`config.mk`:
```
export PLATFORM = sky130hd
export DESIGN_NAME = irqc_top
export DESIGN_NICKNAME = d
export VERILOG_FILES = /design/src/rtl/irqc_pkg.sv /design/src/rtl/irqc_status.sv /design/src/rtl/irqc_enable.sv /design/src/rtl/irqc_ovfl.sv /design/src/rtl/irqc_top.sv
export SDC_FILE = /design/constraint.sdc
export NUM_CORES = 1
export LEC_CHECK = 0
export BUFFER_PORTS_ARGS = -buffer_cell sky130_fd_sc_hd__buf_2
export CORE_MARGIN = 5
export CORE_UTILIZATION = 55
export DETAILED_ROUTE_END_ITERATION = 16
export PLACE_DENSITY = 0.85
export SETUP_SLACK_MARGIN = 0.02
export SYNTH_ARGS = -nofsm -noshare
export SYNTH_HDL_FRONTEND = slang
export SYNTH_SLANG_ARGS = --single-unit
```
`constraint.sdc`:
```
create_clock -name clk -period 1.48 [get_ports clk]
set_input_delay 0.148 -clock clk [delete_from_list [all_inputs] [get_ports clk]]
set_output_delay 0.148 -clock clk [all_outputs]
set_load 0.03 [all_outputs]
```
`src/rtl/irqc_pkg.sv`:
```
package irqc_pkg;
    localparam int NSRC     = 3;
    localparam int SRC_OOM  = 0;
    localparam int SRC_BIN  = 1;
    localparam int SRC_REND = 2;

    // word addresses of the register file
    localparam int RA_STAT  = 0;
    localparam int RA_ENSET = 1;
    localparam int RA_ENCLR = 2;
    localparam int RA_OVBAS = 3;
    localparam int RA_OVLEN = 4;

    // sources whose cause is held until software repairs it
    localparam logic [NSRC-1:0] LEVEL_MASK = NSRC'(1) << SRC_OOM;
endpackage

```
`src/rtl/irqc_status.sv`:
```
module irqc_status #(
    parameter int              NSRC       = 3,
    parameter logic [NSRC-1:0] LEVEL_MASK = '0
) (
    input  logic            clk,
    input  logic            rst_n,
    input  logic [NSRC-1:0] evt,
    input  logic [NSRC-1:0] hold,
    input  logic            clr_we,
    input  logic [NSRC-1:0] clr_mask,
    output logic [NSRC-1:0] stat_q,
    output logic [NSRC-1:0] stat_d
);
    typedef struct packed {
        logic [NSRC-1:0] pend;
    } st_t;

    st_t st_d, st_q;
    logic [NSRC-1:0] kill;
    logic [NSRC-1:0] bit_nxt;

    assign kill = clr_we ? clr_mask : '0;

    for (genvar i = 0; i < NSRC; i++) begin : g_bit
        if (LEVEL_MASK[i]) begin : g_level
            assign bit_nxt[i] = evt[i] | hold[i] | (st_q.pend[i] & ~kill[i]);
        end else begin : g_pulse
            assign bit_nxt[i] = evt[i] | (st_q.pend[i] & ~kill[i]);
        end
    end

    always_comb begin
        st_d      = st_q;
        st_d.pend = bit_nxt;
    end

    always_ff @(posedge clk or negedge rst_n) begin
        if (!rst_n) st_q <= '0;
        else        st_q <= st_d;
    end

    assign stat_q = st_q.pend;
    assign stat_d = st_d.pend;
endmodule

```
`src/rtl/irqc_enable.sv`:
```
module irqc_enable #(
    parameter int NSRC = 3
) (
    input  logic            clk,
    input  logic            rst_n,
    input  logic            set_we,
    input  logic            clr_we,
    input  logic [NSRC-1:0] mask,
    output logic [NSRC-1:0] en_q,
    output logic [NSRC-1:0] en_d
);
    typedef struct packed {
        logic [NSRC-1:0] en;
    } st_t;

    st_t st_d, st_q;

    always_comb begin
        st_d = st_q;
        if (set_we)      st_d.en = st_q.en | mask;
        else if (clr_we) st_d.en = st_q.en & ~mask;
    end

    always_ff @(posedge clk or negedge rst_n) begin
        if (!rst_n) st_q <= '0;
        else        st_q <= st_d;
    end

    assign en_q = st_q.en;
    assign en_d = st_d.en;
endmodule

```
`src/rtl/irqc_ovfl.sv`:
```
module irqc_ovfl #(
    parameter int DATA_W = 32
) (
    input  logic              clk,
    input  logic              rst_n,
    input  logic              base_we,
    input  logic              len_we,
    input  logic [DATA_W-1:0] wdata,
    input  logic              oom_evt,
    output logic [DATA_W-1:0] base_q,
    output logic [DATA_W-1:0] len_q,
    output logic              starved_q
);
    typedef struct packed {
        logic [DATA_W-1:0] base;
        logic [DATA_W-1:0] len;
        logic              starved;
    } st_t;

    st_t st_d, st_q;

    always_comb begin
        st_d = st_q;
        if (base_we) st_d.base = wdata;
        if (len_we)  st_d.len  = wdata;
        // a fresh exhaustion outranks a buffer handed over in the same cycle
        if (oom_evt)     st_d.starved = 1'b1;
        else if (len_we) st_d.starved = 1'b0;
    end

    always_ff @(posedge clk or negedge rst_n) begin
        if (!rst_n) st_q <= '0;
        else        st_q <= st_d;
    end

    assign base_q    = st_q.base;
    assign len_q     = st_q.len;
    assign starved_q = st_q.starved;
endmodule

```
`src/rtl/irqc_top.sv`:
```
module irqc_top #(
    parameter int ADDR_W = 3,
    parameter int DATA_W = 32
) (
    input  logic              clk,
    input  logic              rst_n,
    input  logic              wr_en,
    input  logic              rd_en,
    input  logic [ADDR_W-1:0] addr,
    input  logic [DATA_W-1:0] wdata,
    output logic [DATA_W-1:0] rdata,
    input  logic              evt_oom,
    input  logic              evt_bin_done,
    input  logic              evt_rend_done,
    output logic              irq,
    output logic [DATA_W-1:0] ovf_base,
    output logic [DATA_W-1:0] ovf_len
);
    import irqc_pkg::*;

    typedef struct packed {
        logic              irq;
        logic [DATA_W-1:0] rdata;
    } st_t;

    st_t st_d, st_q;

    logic            hit_stat, hit_enset, hit_enclr, hit_ovbas, hit_ovlen;
    logic [NSRC-1:0] evt_vec, hold_vec;
    logic [NSRC-1:0] stat_q, stat_d, en_q, en_d;
    logic            starved_q;

    assign hit_stat  = wr_en && (addr == ADDR_W'(RA_STAT));
    assign hit_enset = wr_en && (addr == ADDR_W'(RA_ENSET));
    assign hit_enclr = wr_en && (addr == ADDR_W'(RA_ENCLR));
    assign hit_ovbas = wr_en && (addr == ADDR_W'(RA_OVBAS));
    assign hit_ovlen = wr_en && (addr == ADDR_W'(RA_OVLEN));

    always_comb begin
        evt_vec            = '0;
        evt_vec[SRC_OOM]   = evt_oom;
        evt_vec[SRC_BIN]   = evt_bin_done;
        evt_vec[SRC_REND]  = evt_rend_done;
        hold_vec           = '0;
        hold_vec[SRC_OOM]  = starved_q;
    end

    irqc_status #(.NSRC(NSRC), .LEVEL_MASK(LEVEL_MASK)) u_stat (
        .clk(clk), .rst_n(rst_n), .evt(evt_vec), .hold(hold_vec),
        .clr_we(hit_stat), .clr_mask(wdata[NSRC-1:0]),
        .stat_q(stat_q), .stat_d(stat_d)
    );

    irqc_enable #(.NSRC(NSRC)) u_en (
        .clk(clk), .rst_n(rst_n), .set_we(hit_enset), .clr_we(hit_enclr),
        .mask(wdata[NSRC-1:0]), .en_q(en_q), .en_d(en_d)
    );

    irqc_ovfl #(.DATA_W(DATA_W)) u_ovf (
        .clk(clk), .rst_n(rst_n), .base_we(hit_ovbas), .len_we(hit_ovlen),
        .wdata(wdata), .oom_evt(evt_oom),
        .base_q(ovf_base), .len_q(ovf_len), .starved_q(starved_q)
    );

    always_comb begin
        st_d     = st_q;
        st_d.irq = |(stat_d & en_d);
        if (rd_en) begin
            if (addr == ADDR_W'(RA_STAT))
                st_d.rdata = DATA_W'(stat_q);
            else if (addr == ADDR_W'(RA_ENSET) || addr == ADDR_W'(RA_ENCLR))
                st_d.rdata = DATA_W'(en_q);
            else if (addr == ADDR_W'(RA_OVBAS))
                st_d.rdata = ovf_base;
            else if (addr == ADDR_W'(RA_OVLEN))
                st_d.rdata = ovf_len;
            else
                st_d.rdata = '0;
        end
    end

    always_ff @(posedge clk or negedge rst_n) begin
        if (!rst_n) st_q <= '0;
        else        st_q <= st_d;
    end

    assign irq   = st_q.irq;
    assign rdata = st_q.rdata;
endmodule

```
==> results.sh, run 1 <==
export IMPL_ys_ff_latch=104
export IMPL_powerDensity_nw_per_um2=1370
export IMPL_finalSetupViolCount=0
export IMPL_clk_path_buf_depth=2
export IMPL_synthCells=338
export IMPL_insertion_delay_ns=0.36
export IMPL_antenna_found_initial=0
export IMPL_grt_pass1_wl_mm=17.5
export IMPL_ys_seq_area_frac=0.589
export IMPL_vias=3318
export IMPL_gr_total_overflow=0
export IMPL_r2r_start="u_en.en_q[0]"
export IMPL_gp_congestion=0.802
export IMPL_syn_to_final_growth_pct=25.0
export IMPL_synth_flop_cell="dfrtp_1"
export IMPL_rsz0062_at_grt="no"
export IMPL_first_global_vias=3475
export IMPL_max_cap_violations=0
export IMPL_die_w_um=99.6
export IMPL_synth_edf_count=0
export IMPL_critical_path_max_fanout=4
export IMPL_hold_path_depth=2
export IMPL_ys_warn_count=0
export IMPL_die_y_um=99.6
export IMPL_finalClockSkew_ns=0.0130
export IMPL_critPathLaunchType="flop"
export IMPL_drive_gt1_frac=0.422
export IMPL_r2r_end="irq"
export IMPL_ys_types=31
export IMPL_ctsResizeCount=0
export IMPL_cts_buffers=9
export IMPL_fmax_mhz=868
export IMPL_final_max_slew_viol_count=0
export IMPL_hold_violations=0
export IMPL_drcViolationCount=0
export IMPL_dp_hpwl_mm=7.78
export IMPL_worst_pin_slew_ns=0.651
export IMPL_core_area_um2=7770
export IMPL_p_leak_nw=2.65
export IMPL_ant_nets=0
export IMPL_start_util=0.568
export IMPL_die_area_um2=9920
export IMPL_clock_sink_count=104
export IMPL_max_slew_margin=0.566
export IMPL_finish_utilization=0.711
export IMPL_grt_usage=0.224
export IMPL_post_drt_wl_per_cell_um=18.2
export IMPL_fin_crit_sh=0.779
export IMPL_cts_tree="done"
export IMPL_arrival_ns=1.38
export IMPL_hold_class="input pin to flop"
export IMPL_nets=527
export IMPL_vias_per_cell=5.60
export IMPL_syn_nets=380
export IMPL_finalSetupTns_ns=0
export IMPL_drtIter0Drc=143
export IMPL_synthArstFlopShare=1.00
export IMPL_r2r_setup_slack_ns=0.33
export IMPL_cts_htree_levels=3
export IMPL_reg2reg_depth=3
export IMPL_outcome="finished clean"
export IMPL_setup_worst_path_end="irq"
export IMPL_endpoint_kind="flop"
export IMPL_netlist_area_um2=4420
export IMPL_root_buffer="clkbuf_8"
export IMPL_post_cts_buffers=0
export IMPL_crit_type="flop to flop"
export IMPL_syn_area_per_cell_um2=13.1
export IMPL_row_count=32
export IMPL_ir_drop_mv=0.815
export IMPL_io_buffers=138
export IMPL_finalWirelength_mm=10.8
export IMPL_fin_crit_ns=1.15
export IMPL_grt_max_degree=59
export IMPL_drt_pass1_iter_count=4
export IMPL_crit_path_start="u_en.en_q[0]"
export IMPL_path_clk_slew_ns=0.10
export IMPL_n_antenna_cell=0
export IMPL_required_ns=1.70
export IMPL_pin_count=139
export IMPL_fillerInstances=558
power by group:
part / total [mW] / switching [mW] / leakage, nW / internal, mW
clock: 1.58 / 0.952 / 0.0801 / 0.626
sequential: 3.66 / 0.369 / 1.28 / 3.29
combinational: 2.31 / 1.48 / 1.29 / 0.830
total: 7.55 / 2.80 / 2.65 / 4.75
metrics by stage:
step	std cells	area (um2)	hold WS (ns)	power [mW]	setup slack (ns)
after floorplan	338	4420	-0.148	5.18	0.226
after global placement	570	5290	0.161	5.95	0.138
after detailed placement	570	5290	0.164	6.03	0.0456
after CTS	590	5500	0.000408	7.61	0.328
after global routing	592	5520	0.000431	7.90	0.274
final	592	5520	0.0161	7.55	0.327
final cells by class:
type	instances	area [um2]	area share
well taps	102	128	0.0231
multi-input cells	172	1550	0.280
inverters	40	150	0.0272
repair buffers	158	921	0.167
clock buffers	11	131	0.0238
flip-flops and latches	104	2600	0.472
clock inverters	5	41.3	0.00748
cell families (layout without fill, tap and decap cells):
family          Yosys count  in the layout  share of synthesized area
compound gates           83             83                      0.129
buf+inv                  62            214                     0.0621
flops                   104            104                      0.589
mux                      64             64                      0.188
simple gates             25             25                     0.0317
flip-flops by register name, summed over array words and instances, names as in the netlist:
signal	flops
u_ovf.len_q	32
u_en.en_q	3
rdata	32
u_ovf.base_q	32
u_ovf.starved_q	1
u_stat.stat_q	3
irq	1
timing repair:
action | CTS | global route
hold buffers | 4 | 2
setup endpoints to repair | 0 | 0
hold endpoints to repair | 107 | 2
critical path, stage by stage (launching register included):
cell       delay [ns]
dfrtp_1          0.42
a31oi_1          0.17
a2bb2oi_1        0.27
o221ai_1         0.16
metal layers:
| layer | track usage | vias up | share of wire |
|---|---|---|---|
| met5 | 0 | - | 0 |
| met4 | 0.0683 | 0 | 0.013 |
| met3 | 0.0680 | 11 | 0.078 |
| met2 | 0.365 | 140 | 0.50 |
| met1 | 0.291 | 1662 | 0.41 |
| li1 | - | 1505 | - |
placed cells by master, fill, tap and decap left out, types with 2 or more instances in the layout:
cell type and count:
nor2b_1 4, clkinv_4 2, buf_12 5, a21oi_1 3, buf_4 10, nand2b_1 3
inv_1 40, dlygate4sd3_1 6, nor2_2 2, dfrtp_1 104, clkbuf_8 9, o22ai_1 33
a31oi_1 3, o21ai_0 3, clkbuf_1 2, mux2_1 30, or2_2 2, nand2_1 5
mux2_2 5, mux2_4 29, o211ai_1 3, buf_2 137, a22oi_1 32, clkinvlp_4 2
nand3_1 5, a2bb2oi_1 2
worst min-delay path by stage:
stage                       endpoint       from  slack (ns)
floorplan                        irq      rst_n       -0.15
global placement      u_ovf.len_q[5]      rst_n        0.16
detailed placement    u_ovf.len_q[5]      rst_n        0.16
CTS                  u_ovf.starved_q    evt_oom      0.0004
global route        u_ovf.base_q[18]  wdata[18]      0.0004
finish              u_ovf.base_q[18]  wdata[18]        0.02
synth_stat cells (all sizes together), types with 4 or more instances:
library cell  instances  area, um2
a22oi                32        240
buf                  16        101
clkbuf                6       22.5
dfrtp               104       2600
inv                  40        150
mux2                 64        830
nand2                 5       18.8
nand3                 5       25.0
nor2b                 4       25.0
o22ai                33        206
(Power assumes the default switching activity.)
==> inputs of run 2 (changes only) <==
--- a/config.mk
+++ b/config.mk
@@ -5,11 +5,12 @@
 export SDC_FILE = /design/constraint.sdc
 export NUM_CORES = 1
 export LEC_CHECK = 0
+export ABC_AREA = 1
 export BUFFER_PORTS_ARGS = -buffer_cell sky130_fd_sc_hd__buf_2
 export CORE_MARGIN = 5
-export CORE_UTILIZATION = 55
+export CORE_UTILIZATION = 47
 export DETAILED_ROUTE_END_ITERATION = 16
-export PLACE_DENSITY = 0.85
+export PLACE_DENSITY = 0.77
 export SETUP_SLACK_MARGIN = 0.02
 export SYNTH_ARGS = -nofsm -noshare
 export SYNTH_HDL_FRONTEND = slang
==> constraint.sdc (replaced) <==
create_clock -name clk -period 1 [get_ports clk]
set_input_delay 0.1 -clock clk [delete_from_list [all_inputs] [get_ports clk]]
set_output_delay 0.1 -clock clk [all_outputs]
set_load 0.03 [all_outputs]
==> results.sh, run 2 <==
export IMPL_post_drt_wl_per_cell_um=18.9
export IMPL_ys_ff_latch=104
export IMPL_finalClockSkew_ns=0.00696
export IMPL_cp_top_family="flip-flops"
export IMPL_fin_crit_sh=1.07
export IMPL_drtIter0Drc=335
export IMPL_violations="setup timing"
export IMPL_required_ns=0.90
export IMPL_arrival_ns=0.97
export IMPL_hold_class="input pin to flop"
export IMPL_die_area_um2=12000
export IMPL_clock_sink_count=104
export IMPL_final_max_slew_viol_count=0
export IMPL_synth_area_top_cells="dfrtp_1, nand2_1, nand3_1"
export IMPL_worst_pin_slew_ns=0.375
export IMPL_cts_tree="done"
export IMPL_cts_buffers=9
export IMPL_cts_htree_levels=3
export IMPL_final_cell_mix="buf_6, nand2_1, dfrtp_1"
export IMPL_cp_cell_sequence="buf_6"
export IMPL_setup_ws_ns=-0.0670
export IMPL_io_buffers=138
export IMPL_synthTopCellsByCount="dfrtp_1, nand2_1, nand3_1, inv_1, o21ai_1"
export IMPL_dp_slack_ns=-0.140
export IMPL_crit_type="flop to primary output"
export IMPL_hold_violations=0
export IMPL_critical_path_max_fanout=3
export IMPL_endpoint_kind="primary output"
export IMPL_cp_slowest_cell="dfrtp_1"
export IMPL_ys_types=23
export IMPL_p_leak_nw=4.02
export IMPL_nets=792
export IMPL_seq_power_share=0.399
export IMPL_gr_total_overflow=0
export IMPL_finalSetupViolCount=99
export IMPL_syn_area_per_cell_um2=9.59
export IMPL_max_cap_violations=0
export IMPL_path_clk_slew_ns=0.11
export IMPL_powerDensity_nw_per_um2=1760
export IMPL_synthCells=486
export IMPL_max_slew_margin=0.750
export IMPL_netSwitchingFraction=0.364
export IMPL_pin_count=139
export IMPL_insertion_delay_ns=0.37
export IMPL_clk_path_buf_depth=2
export IMPL_drcViolationCount=0
export IMPL_finalPower_mw=13.6
export IMPL_synthArstFlopShare=1.00
export IMPL_fin_crit_ns=1.07
export IMPL_finalWirelength_mm=16.8
export IMPL_ys_seq_area_frac=0.558
export IMPL_gp_congestion=0.840
export IMPL_synth_top_area_share=0.558
export IMPL_final_common_cell="buf_6"
export IMPL_core_area_um2=9730
export IMPL_start_util=0.479
export IMPL_row_count=36
export IMPL_die_w_um=110
export IMPL_intPower_mw=8.68
export IMPL_syn_nets=528
export IMPL_ant_nets=0
export IMPL_outcome="complete, but fails checks"
export IMPL_critPathLaunchType="flop"
export IMPL_synth_edf_count=0
export IMPL_fmax_mhz=937
export IMPL_grt_max_degree=33
export IMPL_drive_gt1_frac=0.485
export IMPL_syn_to_final_growth_pct=66.0
export IMPL_netlist_area_um2=4660
export IMPL_root_buffer="clkbuf_8"
export IMPL_rsz0062_at_grt="yes"
export IMPL_grt_usage=0.273
export IMPL_yosysMostFrequentCell="dfrtp_1"
export IMPL_comb_power_share=0.399
export IMPL_ys_warn_count=0
export IMPL_critical_path_max_stage_delay_ns=0.44
export IMPL_grt_pass1_wl_mm=25.0
export IMPL_drt_pass1_iter_count=5
export IMPL_dp_hpwl_mm=8.79
export IMPL_p_switching_mw=4.97
export IMPL_critPathBufInv=1
export IMPL_synth_flop_cell="dfrtp_1"
export IMPL_yosysTopAreaCell="dfrtp_1"
export IMPL_vias=4770
export IMPL_vias_per_cell=5.37
export IMPL_fillerInstances=575
export IMPL_die_y_um=110
export IMPL_clkPwrFrac=0.202
export IMPL_finalSetupTns_ns=-2.87
export IMPL_first_global_vias=4993
export IMPL_antenna_found_initial=0
export IMPL_ir_drop_mv=1.19
==> run 2: layout make-up <==
cell class	instances	area, um2	area share
Timing Repair Buffer	287	2720	0.351
Sequential cell	104	2610	0.337
Multi-Input combinational cell	308	1890	0.244
Tap cell	133	166	0.0215
Inverter	40	150	0.0194
Clock buffer	10	138	0.0178
Clock inverter	6	67.6	0.00873
Antenna cell	1	2.50	0.000323
==> run 2: kinds of logic after synthesis <==
family / after synthesis / share of synthesized area
compound gates: 120 / 0.168
flops: 104 / 0.558
buf+inv: 74 / 0.0875
mux: 1 / 0.00322
simple gates: 187 / 0.183
==> run 2: path summary, 6_finish.rpt <==
check / from / to / slack, ns / cells past startpoint
worst max-delay path: u_ovf.len_q[11] / ovf_len[11] / -0.07 / 1
worst min-delay path: wdata[29] / u_ovf.base_q[29] / 0.01 / 3
worst max register to register: u_ovf.base_q[2] / rdata[2] / -0.04 / 6
worst min register to register: u_ovf.starved_q / u_stat.stat_q[0] / 0.51 / 2
max in group asynchronous: rst_n / u_ovf.len_q[28] / 0.30 / 3
min in group asynchronous: rst_n / u_ovf.len_q[13] / 0.19 / 2
==> run 2: repair_timing <==
action / 4_1_cts / 5_1_grt
endpoints found under the setup margin: 97 / 121
hold endpoints to repair: 142 / 1
hold buffers: 28 / 1
setup buffers: 76 / 11
resized for setup: 194 / 72
pin swaps: 0 / 10
==> run 2: per-stage QoR <==
stage / utilization / hold WS, ns / area, um2 / instances
3_5_place_dp: 0.583 / 0.0399 / 5670 / 756
5_1_grt: 0.795 / 0.00365 / 7740 / 888
2_1_floorplan: - / -0.196 / 4680 / 486
6_report: 0.796 / 0.0127 / 7740 / 889
4_1_cts: 0.754 / 0.00169 / 7330 / 876
3_3_place_gp: 0.583 / 0.0344 / 5670 / 756
==> run 2: power groups by stage <==
stage	sequential [mW]	clock [mW]	combinational [mW]
global route	5.50	2.97	5.75
detailed placement	5.42	0	3.33
global placement	5.39	0	3.25
finish	5.44	2.75	5.45
CTS	5.35	2.77	5.00
floorplan	6.56	0	0.961
==> run 2: layer usage <==
layer / wire, um / vias to the layer above / GRT usage
met4: 441 / 0 / 0.130
met2: 9060 / 229 / 0.478
met3: 1000 / 43 / 0.0652
li1: - / 2146 / -
met5: 0 / - / 0
met1: 6320 / 2352 / 0.312
==> inputs of run 3 (changes only) <==
==> constraint.sdc (replaced) <==
create_clock -name clk -period 1 [get_ports clk]
set_input_delay 0.05 -clock clk [delete_from_list [all_inputs] [get_ports clk]]
set_output_delay 0.05 -clock clk [all_outputs]
set_load 0.03 [all_outputs]
==> results.sh, run 3 (synthesized netlist as in run 2, its figures left out) <==
export IMPL_outcome="complete, but fails checks"
export IMPL_violations="setup timing"
export IMPL_vias=4771
export IMPL_die_area_um2=12000
export IMPL_critPathLaunchType="flop"
export IMPL_fin_crit_sh=1.04
export IMPL_cts_tree="done"
export IMPL_die_w_um=110
export IMPL_cp_top_family="flip-flops"
export IMPL_worst_pin_slew_ns=0.437
export IMPL_gp_congestion=0.793
export IMPL_endpoint_kind="primary output"
export IMPL_fmax_mhz=961
export IMPL_arrival_ns=0.99
export IMPL_vias_per_cell=5.38
export IMPL_dp_hpwl_mm=8.25
export IMPL_finalPower_mw=13.7
export IMPL_max_cap_violations=0
export IMPL_clk_path_buf_depth=2
export IMPL_critical_path_max_fanout=2
export IMPL_fin_crit_ns=1.04
export IMPL_rsz0062_at_grt="yes"
export IMPL_clock_sink_count=104
export IMPL_finalClockSkew_ns=0.0141
export IMPL_critical_path_max_stage_delay_ns=0.45
export IMPL_final_cell_mix="buf_6, nand2_1, dfrtp_1"
export IMPL_antenna_found_initial=1
export IMPL_critPathBufInv=1
export IMPL_drt_pass1_iter_count=5
export IMPL_stdcell_area_um2=7700
export IMPL_gr_total_overflow=0
export IMPL_hp_start="wr_en"
export IMPL_finalWirelength_mm=16.8
export IMPL_cts_htree_levels=3
export IMPL_hold_path_depth=3
export IMPL_nets=789
export IMPL_crit_type="flop to primary output"
export IMPL_post_drt_wl_per_cell_um=19.0
export IMPL_final_common_cell="buf_6"
export IMPL_hold_violations=0
export IMPL_drcViolationCount=0
export IMPL_io_buffers=138
export IMPL_grt_pass1_wl_mm=23.5
export IMPL_powerDensity_nw_per_um2=1780
export IMPL_cp_slowest_cell="dfrtp_1"
export IMPL_row_count=36
export IMPL_cp_cell_sequence="buf_6"
export IMPL_ant_nets=0
export IMPL_hold_class="input pin to flop"
export IMPL_finalSetupViolCount=26
export IMPL_drive_gt1_frac=0.470
export IMPL_grt_max_degree=80
export IMPL_syn_to_final_growth_pct=65.1
export IMPL_root_buffer="clkbuf_8"
export IMPL_r2r_start="u_ovf.base_q[30]"
export IMPL_drtIter0Drc=313
export IMPL_reg2reg_depth=4
export IMPL_hold_end="u_ovf.base_q[0]"
export IMPL_core_area_um2=9730
export IMPL_grt_usage=0.252
export IMPL_pin_count=139
export IMPL_start_util=0.479
export IMPL_cts_buffers=9
export IMPL_insertion_delay_ns=0.37
export IMPL_p_leak_nw=4.00
export IMPL_r2r_end="rdata[30]"
export IMPL_ir_drop_mv=1.31
export IMPL_required_ns=0.95
export IMPL_max_slew_margin=0.709
export IMPL_fillerInstances=570
export IMPL_final_max_slew_viol_count=0
export IMPL_r2r_setup_slack_ns=-0.03
export IMPL_placed_cell_area_um2=5580
export IMPL_die_y_um=110
export IMPL_setup_ws_ns=-0.0407
export IMPL_first_global_vias=4852
export IMPL_path_clk_slew_ns=0.11
-- run 3: power breakdown --
group	internal (mW)	leakage (nW)	switching (mW)
Combinational	2.54	2.58	2.82
Sequential	4.85	1.31	0.616
Clock	1.40	0.0994	1.45
Total	8.79	4.00	4.89
-- run 3: metal layers --
layer  part of all wire  wire length, um  global-route usage
met1               0.36             6020               0.297
met2               0.54             9000               0.444
met3              0.071             1190              0.0558
met4              0.036              602               0.106
met5                  0                0                   0
-- run 3: worst max-delay path by stage --
stage	startpoint	end	slack, ns	depth (start not counted)
after floorplan	addr[2]	u_ovf.base_q[31]	0.02	4
after global placement	addr[2]	u_ovf.base_q[8]	-0.05	6
after detailed placement	addr[2]	u_ovf.base_q[4]	-0.08	6
after CTS	u_ovf.base_q[3]	ovf_base[3]	-0.02	1
after global routing	u_ovf.len_q[22]	rdata[22]	-0.07	4
final	u_ovf.base_q[11]	ovf_base[11]	-0.04	1
-- run 3: metrics by stage --
step	hold slack (ns)	util	setup slack, ns	setup TNS (ns)	instances
floorplan	-0.246	-	0.0208	0	486
global placement	0.0811	0.574	-0.0515	-1.32	746
detailed placement	0.0878	0.574	-0.0819	-3.48	746
CTS	0.0668	0.733	-0.0236	-0.0836	863
global route	0.0718	0.791	-0.0673	-1.48	885
finish	0.0780	0.791	-0.0407	-0.359	886
-- run 3: repair_timing --
action	CTS	global route
endpoints found under the setup margin	91	121
cloned	0	0
setup buffers	65	21
hold buffers	37	0
pin swaps	0	11
endpoints found under the hold margin	180	0
resized for setup	160	106
-- run 3: cell type report --
class | instances | area [um2] | area share
Timing Repair Buffer | 284 | 2690 | 0.349
Sequential cell | 104 | 2610 | 0.339
Inverter | 40 | 150 | 0.0195
Antenna cell | 2 | 5.00 | 0.000650
Multi-Input combinational cell | 308 | 1870 | 0.243
Tap cell | 133 | 166 | 0.0216
Clock inverter | 4 | 72.6 | 0.00943
Clock buffer | 11 | 131 | 0.0171
